`config.mk`:
```
export PLATFORM = sky130hd
export DESIGN_NAME = cpbf_burst_filter
export DESIGN_NICKNAME = d
export VERILOG_FILES = /design/src/rtl/cpbf_pkg.sv /design/src/rtl/cpbf_event_decode.sv /design/src/rtl/cpbf_run_tracker.sv /design/src/rtl/cpbf_gate.sv /design/src/rtl/cpbf_burst_filter.sv
export SDC_FILE = /design/constraint.sdc
export NUM_CORES = 1
export LEC_CHECK = 0
export BUFFER_PORTS_ARGS = -buffer_cell sky130_fd_sc_hd__buf_2
export CORE_ASPECT_RATIO = 0.5
export CORE_MARGIN = 1
export CORE_UTILIZATION = 39
export CTS_BUF_LIST = sky130_fd_sc_hd__clkbuf_4
export DETAILED_ROUTE_END_ITERATION = 10
export PLACE_DENSITY_LB_ADDON = 0.15
export REMOVE_ABC_BUFFERS = 1
export SLEW_MARGIN = 20
export SYNTH_ARGS = -nofsm -noshare
export SYNTH_HDL_FRONTEND = slang
export SYNTH_SLANG_ARGS = --single-unit
```
`constraint.sdc`:
```
create_clock -name clk -period 2.5 [get_ports clk]
set_clock_uncertainty 0.1 [all_clocks]
set_input_delay 0.125 -clock clk [delete_from_list [all_inputs] [get_ports clk]]
set_output_delay 0.125 -clock clk [all_outputs]
set_load 0.02 [all_outputs]
```
`src/rtl/cpbf_pkg.sv`:
```
package cpbf_pkg;

   typedef enum logic {
      MODE_CLOSED = 1'b0,
      MODE_OPEN   = 1'b1
   } mode_e;

   typedef enum logic {
      DIR_RET = 1'b0,
      DIR_ADV = 1'b1
   } dir_e;

   typedef struct packed {
      logic valid;
      dir_e dir;
   } corr_t;

endpackage

```
`src/rtl/cpbf_event_decode.sv`:
```
module cpbf_event_decode
   import cpbf_pkg::*;
(
   input  logic  adv_i,
   input  logic  ret_i,
   output corr_t corr_o
);

   // A correction exists only when exactly one request is raised.
   always_comb begin
      corr_o.valid = adv_i ^ ret_i;
      corr_o.dir   = adv_i ? DIR_ADV : DIR_RET;
   end

endmodule

```
`src/rtl/cpbf_run_tracker.sv`:
```
module cpbf_run_tracker
   import cpbf_pkg::*;
#(
   parameter int RUN_W   = 5,
   parameter int GAP_WIN = 8
) (
   input  logic             clk,
   input  logic             rst_n,
   input  corr_t            corr_i,
   output logic [RUN_W-1:0] cand_o,
   output logic             expire_o
);

   localparam int GAP_W = $clog2(GAP_WIN + 1);
   localparam logic [GAP_W-1:0] GAP_LAST = GAP_W'(GAP_WIN - 1);
   localparam logic [RUN_W-1:0] RUN_MAX  = {RUN_W{1'b1}};
   localparam logic [RUN_W-1:0] RUN_ONE  = RUN_W'(1);

   logic [RUN_W-1:0] run_q;
   logic [GAP_W-1:0] gap_q;
   dir_e             dir_q;
   logic             active;
   logic             same_dir;

   assign active   = (run_q != '0);
   assign same_dir = active && (dir_q == corr_i.dir);

   always_comb begin
      if (!corr_i.valid)
         cand_o = run_q;
      else if (same_dir)
         cand_o = (run_q == RUN_MAX) ? RUN_MAX : run_q + RUN_ONE;
      else
         cand_o = RUN_ONE;
   end

   assign expire_o = !corr_i.valid && active && (gap_q == GAP_LAST);

   always_ff @(posedge clk) begin
      if (!rst_n) begin
         run_q <= '0;
         gap_q <= '0;
         dir_q <= DIR_RET;
      end else if (corr_i.valid) begin
         run_q <= cand_o;
         dir_q <= corr_i.dir;
         gap_q <= '0;
      end else if (expire_o) begin
         run_q <= '0;
         gap_q <= '0;
      end else if (active) begin
         gap_q <= gap_q + GAP_W'(1);
      end
   end

endmodule

```
`src/rtl/cpbf_gate.sv`:
```
module cpbf_gate
   import cpbf_pkg::*;
#(
   parameter int THR_W   = 4,
   parameter int RUN_W   = 5,
   parameter bit REG_OUT = 1'b1
) (
   input  logic             clk,
   input  logic             rst_n,
   input  corr_t            corr_i,
   input  logic [RUN_W-1:0] cand_i,
   input  logic             expire_i,
   input  logic [THR_W-1:0] thresh_i,
   output logic             adv_o,
   output logic             ret_o,
   output logic             open_o,
   output logic             rearm_o,
   output logic [THR_W-1:0] thr_o
);

   mode_e            mode_q;
   logic [THR_W-1:0] thr_q;
   logic [RUN_W-1:0] thr_eff;
   logic             rearm_q;
   logic             reach;
   logic             pass_now;
   logic             fwd_adv;
   logic             fwd_ret;

   // A held threshold of zero behaves as one.
   assign thr_eff  = (thr_q == '0) ? RUN_W'(1) : RUN_W'(thr_q);
   assign reach    = corr_i.valid && (cand_i >= thr_eff);
   assign pass_now = (mode_q == MODE_OPEN) || reach;
   assign fwd_adv  = corr_i.valid && (corr_i.dir == DIR_ADV) && pass_now;
   assign fwd_ret  = corr_i.valid && (corr_i.dir == DIR_RET) && pass_now;

   always_ff @(posedge clk) begin
      if (!rst_n) begin
         mode_q  <= MODE_CLOSED;
         thr_q   <= thresh_i;
         rearm_q <= 1'b0;
      end else begin
         rearm_q <= expire_i;
         if (expire_i) begin
            mode_q <= MODE_CLOSED;
            thr_q  <= thresh_i;
         end else if (reach) begin
            mode_q <= MODE_OPEN;
         end
      end
   end

   generate
      if (REG_OUT) begin : g_reg_out
         logic adv_q;
         logic ret_q;
         always_ff @(posedge clk) begin
            if (!rst_n) begin
               adv_q <= 1'b0;
               ret_q <= 1'b0;
            end else begin
               adv_q <= fwd_adv;
               ret_q <= fwd_ret;
            end
         end
         assign adv_o = adv_q;
         assign ret_o = ret_q;
      end else begin : g_comb_out
         assign adv_o = fwd_adv;
         assign ret_o = fwd_ret;
      end
   endgenerate

   assign open_o  = (mode_q == MODE_OPEN);
   assign rearm_o = rearm_q;
   assign thr_o   = thr_q;

endmodule

```
`src/rtl/cpbf_burst_filter.sv`:
```
module cpbf_burst_filter
   import cpbf_pkg::*;
#(
   parameter int THR_W   = 4,
   parameter int GAP_WIN = 8,
   parameter bit REG_OUT = 1'b1
) (
   input  logic             clk,
   input  logic             rst_n,
   input  logic             adv_i,
   input  logic             ret_i,
   input  logic [THR_W-1:0] thresh_i,
   output logic             adv_o,
   output logic             ret_o,
   output logic             open_o,
   output logic             rearm_o
);

   // One spare bit so a saturated run always exceeds any threshold.
   localparam int RUN_W = THR_W + 1;

   generate
      if (THR_W < 1 || THR_W > 16) begin : g_bad_thr
         $error("cpbf_burst_filter: THR_W must be 1..16");
      end
      if (GAP_WIN < 1) begin : g_bad_gap
         $error("cpbf_burst_filter: GAP_WIN must be at least 1");
      end
   endgenerate

   corr_t            corr;
   logic [RUN_W-1:0] cand;
   logic             expire;
   logic [THR_W-1:0] thr_q;

   cpbf_event_decode i_decode (
      .adv_i  (adv_i),
      .ret_i  (ret_i),
      .corr_o (corr)
   );

   cpbf_run_tracker #(
      .RUN_W   (RUN_W),
      .GAP_WIN (GAP_WIN)
   ) i_tracker (
      .clk      (clk),
      .rst_n    (rst_n),
      .corr_i   (corr),
      .cand_o   (cand),
      .expire_o (expire)
   );

   cpbf_gate #(
      .THR_W   (THR_W),
      .RUN_W   (RUN_W),
      .REG_OUT (REG_OUT)
   ) i_gate (
      .clk      (clk),
      .rst_n    (rst_n),
      .corr_i   (corr),
      .cand_i   (cand),
      .expire_i (expire),
      .thresh_i (thresh_i),
      .adv_o    (adv_o),
      .ret_o    (ret_o),
      .open_o   (open_o),
      .rearm_o  (rearm_o),
      .thr_o    (thr_q)
   );

endmodule

```
==> metrics, run 1 <==
outcome=completed; Syn Inst Count=104; Synth Area in Adders=10.8%; Critical Path AT=2560 ps; initial antenna violation count=0; Syn-to-layout area delta=24.9%; CTS tree=built; post-route clock period utilization=99.5%; number of flops mapped to enable cells by yosys=4; Main synth FF type=dfxtp_1; Leakage=0.622 nW; starting DRC count in detailed routing=27; RePlAce Congestion=0.783; syn_area_per_cell=10.0 µm²; Clk pin slew, worst setup/hold paths=100 ps; Via-to-Cell Ratio=4.99; crit-path cells=inv_2 > ha_1 > or4b_4 > nand2_4 > o22ai_2 > ha_1 > nand2b_1 > a211o_1 > a2111oi_4 > nor3_2; end-of-flow core utilization=55.0%; Worst slew margin=73.1%; vias in the first global route=766; share of layout cells above drive strength 1=33.1%; largest net degree at the start of global routing=11; most used cell, CP=ha_1; Setup crit end=i_gate.open_o$_SDFFE_PP0P_; area share of the largest cell type after synthesis=26.8%; Die X=75.2 µm; detailed-route DRC error count=0; Remaining Overflow, GRT=0; mux contribution to synthesized area=2.40%; Fmax achieved=402 MHz; post-route ant nets=0; crit-path leading delay family=simple AND/OR/NAND/NOR gates; RSZ-0062 raised after global routing=true; CP max stage cell=or4b_4; worst skew pair latency=290 ps; r2r setup slk=10 ps; R2R Path End=i_gate.open_o$_SDFFE_PP0P_; post-route cell area=0.00131 mm²; FF+latch count, synth=18; worst setup path start=i_tracker.run_q[1]$_SDFFE_PN0P_; reg-to-reg critical path startpoint=i_tracker.run_q[1]$_SDFFE_PN0P_; DP HPWL=1570 µm; Worst Tran Pin Value=401 ps; Final setup violation count=0; DRT Pass-1 Iters=4; DR WL/cell=12.3 µm; Tot GR Track Use=16.1%; htree depth=1; Cell Pwr Density=442 mW/mm²; Hold Path Class=input pin to register; Max Cap Viol=0; final hold viol count=0; clock tree sinks=18; maximum VDD drop=0.224 mV; total CTS buffers=3; Synth Area in Simple Gates=23.0%; first-pass GRT wire length=3260 µm; fin. max-slew vios=0; WL final=2060 µm; synth top area cells=dfxtp_1 (27%), edfxtp_1 (11%), ha_1 (11%); Cell Area, Placed=0.00120 mm²; core area=0.00237 mm²; minimum clock period=2490 ps; sequential share of the synthesized area=38.3%; Distinct cells, synth=40; CTS Buffer Depth=2; final layout net count=151; YS warnings=0; Syn Std Cell Area=0.00104 mm²; Synth area leader=dfxtp_1; Crit. End Element=register; CP Launch Type=register; Root Buffer=clkbuf_4; R2R depth=10; DIE AREA=0.00290 mm²; post-synthesis xor/xnor area fraction=4.19%; largest family of logic cells by synthesized area=simple AND/OR/NAND/NOR gates; Critical Path Max Stage Delay=480 ps; I/O pins=12; Stages on worst setup path=10; port bufs=11; asr flop ratio synth=0%; crit path max fanout=4; Starting Density=44.0%; CP Data Required Time=2580 ps; Setup CP Type=register to register; total number of vias=839; Synth Area in Compound Gates=15.6%; CP Buf/Inv Count=1; row count=12; Antenna Diode Count=0; Chip Height=38.6 µm
-- metal layers --
layer / part of all wire [%] / vias to the layer above / GRT usage (%)
li1: - / 431 / -
met1: 51 / 379 / 20.9
met2: 41 / 25 / 22.7
met3: 6.9 / 4 / 8.07
met4: 1.2 / 0 / 6.02
met5: 0 / - / 0
-- cells in the mapped netlist, types with 2 or more instances --
master	n
a22o_1	2
a31oi_1	2
and3_1	2
buf_6	2
clkbuf_1	2
dfxtp_1	14
edfxtp_1	4
ha_1	9
inv_1	8
nand2_1	5
nand2b_1	2
nand3_1	9
nand4_1	3
nor2_1	8
nor2b_1	2
o21ai_0	2
o22ai_1	2
xnor2_1	2
xor2_1	3
-- how the worst min path moves through the flow --
| stage | start | end | cells after the start |
|---|---|---|---|
| finish | adv_i | i_tracker.dir_q$_SDFFE_PN0N_ | 3 |
| global placement | thresh_i[0] | i_gate.thr_o[0]$_DFFE_PP_ | 1 |
| detailed placement | thresh_i[2] | i_gate.thr_o[2]$_DFFE_PP_ | 1 |
| floorplan | thresh_i[0] | i_gate.thr_o[0]$_DFFE_PP_ | 0 |
| global route | adv_i | i_tracker.dir_q$_SDFFE_PN0N_ | 3 |
| CTS | adv_i | i_tracker.dir_q$_SDFFE_PN0N_ | 3 |
-- placed cells by master (no fill, tap or decap), types with 3 or more instances in the layout --
master,n
dfxtp_1,13
nor2_1,8
buf_2,11
xor2_1,3
nand2_1,4
inv_1,7
nand4_1,3
dlygate4sd3_1,4
edfxtp_1,4
nand3_1,9
buf_4,14
clkbuf_4,3
ha_1,9
-- final cells by class --
type	count	area [µm²]
fillers	229	1070
multi-input cells	74	603
flip-flops and latches	18	402
repair buffers	29	200
well taps	35	43.8
inverters	8	30.0
clock buffers	3	22.5
clock inverters	1	3.75
-- report_power, final --
part	internal [W]	total (W)	switching, W
Combinational	0.0000578	0.000120	0.0000619
Clock	0.0000581	0.000145	0.0000869
Sequential	0.000307	0.000312	0.00000521
Total	0.000423	0.000577	0.000154
-- cells by family (layout without fill, tap and decap cells) --
family                     Yosys count  count (layout)
buffers and inverters               12              41
xor gates and xnor gates             5               5
and+or+nand+nor                     39              39
adders and majority gates            9               9
muxes                                2               2
AOI/OAI and AO/OA                   19              19
DFF                                 18              18
-- worst min-delay path: cells and delay by family --
| kind | cells | cell delay [ps] |
|---|---|---|
| buffers and inverters | 1 | 120 |
| AND/OR/NAND/NOR | 1 | 90 |
| multiplexers | 1 | 70 |
-- registers in the layout (all words and copies together), names as in the netlist --
| name | count |
|---|---|
| i_gate.thr_o | 4 |
| i_gate.open_o | 1 |
| i_gate.rearm_o | 1 |
| i_tracker.gap_q | 4 |
| i_gate.adv_o | 1 |
| i_tracker.run_q | 5 |
| i_tracker.dir_q | 1 |
| i_gate.ret_o | 1 |
-- per-stage QoR --
stage                     hold WS [ps]  instances  total power (W)  setup TNS (ps)  setup WS (ps)
final                             41.9        168         0.000577               0           11.8
after global routing              45.0        168         0.000610           -81.0          -81.0
after CTS                         42.2        168         0.000582               0           11.3
after detailed placement           204        157         0.000421           -91.0          -91.0
after global placement             203        157         0.000420           -47.6          -47.6
after floorplan                    124        100         0.000386            -101           -101
-- what timing repair did --
| action | CTS | global route |
|---|---|---|
| buffers inserted | 3 | 0 |
| hold buffers | 4 | 0 |
| hold endpoints to repair | 4 | 0 |
| resized for setup | 6 | 0 |
| pin swaps | 7 | 1 |
| endpoints found under the setup margin | 1 | 1 |
(Power assumes the default switching activity.)
==> run 2: changes to the inputs <==
--- a/config.mk
+++ b/config.mk
@@ -6,9 +6,8 @@
 export NUM_CORES = 1
 export LEC_CHECK = 0
 export BUFFER_PORTS_ARGS = -buffer_cell sky130_fd_sc_hd__buf_2
-export CORE_ASPECT_RATIO = 0.5
 export CORE_MARGIN = 1
-export CORE_UTILIZATION = 39
+export CORE_UTILIZATION = 45
 export CTS_BUF_LIST = sky130_fd_sc_hd__clkbuf_4
 export DETAILED_ROUTE_END_ITERATION = 10
 export PLACE_DENSITY_LB_ADDON = 0.15
==> run 2 against run 1 <==
Via count grew 2.1%. The flow now finishes with violations (negative setup slack). Sequential share of layout area decreased by 1.2 points. First-iteration DRC count decreased by 41%.
==> metrics, run 2 (same netlist as run 1, synthesis figures left out) <==
CP Buf/Inv Count=3; I/O pins=12; fin worst setup slack=-21.5 ps; Critical Path Max Stage Delay=470 ps; outcome=complete, but fails checks; most common cell after layout, fill and taps aside=buf_4; post-route clock period utilization=101%; DR WL/cell=14.0 µm; crit-path cells=inv_2 > ha_4 > or4b_4 > nand2_4 > buf_6 > buf_6 > nor2_2 > a22o_1 > ha_1 > o21a_1 > a2111oi_4 > nor3_2; DRT Pass-1 Iters=4; clock tree sinks=18; CP Launch Type=register; Hold WS=40.4 ps; post-route cell area=0.00136 mm²; RSZ-0062 raised after global routing=true; CP max stage cell=or4b_4; Root Buffer=clkbuf_4; core area=0.00219 mm²; Placed Instances=151; starting DRC count in detailed routing=16; Max Cap Viol=0; Clk pin slew, worst setup/hold paths=110 ps; CTS tree=built; share of power burned in registers=51.9%; Die X=50.2 µm; worst slack, placed=-62.0 ps; Cell Area, Placed=0.00119 mm²; Fmax achieved=397 MHz; Via-to-Cell Ratio=5.23; post-route ant nets=0; RePlAce Congestion=0.764; most frequent cells in the layout=buf_4 (14), dfxtp_1 (12), buf_2 (11); max reg flops=5; fin. max-slew vios=0; Clock Power Share=25.5%; failing checks=negative setup slack; DIE AREA=0.00252 mm²; minimum clock period=2520 ps; share of layout cells above drive strength 1=39.0%; Multi-input gate area=633 µm²; Starting Density=47.7%; final hold viol count=0; Remaining Overflow, GRT=0; vias in the first global route=869; maximum VDD drop=0.284 mV; crit-path leading delay family=compound AO/OA/AOI/OAI gates; fin cells=164; WL final=2290 µm; Reg area=403 µm²; row count=17; htree depth=1; Critical Path AT=2630 ps; Tot GR Track Use=20.1%; worst skew pair latency=310 ps; initial antenna violation count=0; Syn-to-layout area delta=30.3%; Fillers=190; detailed-route DRC error count=0; Switching Share=28.1%; Chip Height=50.2 µm; total CTS buffers=3; most used cell, CP=buf_6; largest register by flop count=i_tracker.run_q; Cell Pwr Density=442 mW/mm²; end-of-flow core utilization=62.1%; CTS Buffer Depth=2; Worst slew margin=72.1%; first-pass GRT wire length=3700 µm; Int Power=0.000433 W; DP HPWL=1560 µm; Antenna Diode Count=0; port bufs=11; P_sw=0.000169 W; Setup CP Type=register to register; Crit. End Element=register; Leakage=0.637 nW; combinational power share=22.6%; total number of vias=857; final layout net count=154; Hold Path Class=input pin to register; crit path max fanout=3; Worst Tran Pin Value=415 ps; largest net degree at the start of global routing=11; CP Data Required Time=2600 ps; Final setup violation count=1
==> run 2: cell types whose count changed in the layout (fill, tap and decap cells not counted), sizes merged <==
cell	change
buf	+3
==> run 2: power by group through the flow <==
stage / combinational, W / clock, W / sequential (W)
4_1_cts: 0.000127 / 0.000157 / 0.000312
3_5_place_dp: 0.000110 / 0 / 0.000318
3_3_place_gp: 0.000106 / 0 / 0.000318
2_1_floorplan: 0.0000657 / 0 / 0.000320
6_report: 0.000136 / 0.000154 / 0.000312
5_1_grt: 0.000149 / 0.000170 / 0.000314
==> run 2: final timing paths <==
path                                        start                              end  slack, ps  cells after the start
setup reg to reg  i_tracker.run_q[1]$_SDFFE_PN0P_       i_gate.open_o$_SDFFE_PP0P_        -20                     12
hold reg to reg   i_tracker.run_q[1]$_SDFFE_PN0P_  i_tracker.run_q[1]$_SDFFE_PN0P_        430                      2
setup / recovery  i_tracker.run_q[1]$_SDFFE_PN0P_       i_gate.open_o$_SDFFE_PP0P_        -20                     12
hold / removal                              adv_i     i_tracker.dir_q$_SDFFE_PN0N_         40                      3
==> run 2: final cells by class <==
type	count	area share [%]
multi-input cells	74	46.5
flip-flops and latches	18	29.6
repair buffers	32	17.2
well taps	28	2.57
inverters	8	2.21
clock buffers	3	1.65
clock inverters	1	0.276
==> run 2: worst register-to-register path, stage by stage, from the launching register on <==
cell and delay [ps]:
dfxtp_2 330, inv_2 70, ha_4 120, or4b_4 470, nand2_4 90, buf_6 100
buf_6 80, nor2_2 30, a22o_1 180, ha_1 300, o21a_1 150, a2111oi_4 360
nor3_2 50
==> run 2: through the flow <==
stage                     total power, W  TNS (ps)
after global placement          0.000424    -0.358
after global routing            0.000632      -131
after CTS                       0.000597     -5.53
after detailed placement        0.000428     -62.0
final                           0.000602     -21.5
after floorplan                 0.000386      -101
==> run 2: routing by layer <==
| metal | track usage, % | wire, µm | part of all wire, % |
|---|---|---|---|
| met2 | 35.8 | 1200 | 52 |
| met3 | 3.64 | 43 | 1.9 |
| met5 | 0 | 0 | 0 |
| met4 | 8.57 | 39 | 1.7 |
| met1 | 23.3 | 1010 | 44 |
==> run 2: what timing repair did <==
item | in CTS | in global routing
pin swaps | 5 | 7
setup endpoints to repair | 1 | 3
hold buffers | 4 | 0
gates resized for setup | 9 | 7
endpoints found under the hold margin | 4 | 0
setup buffers | 3 | 2
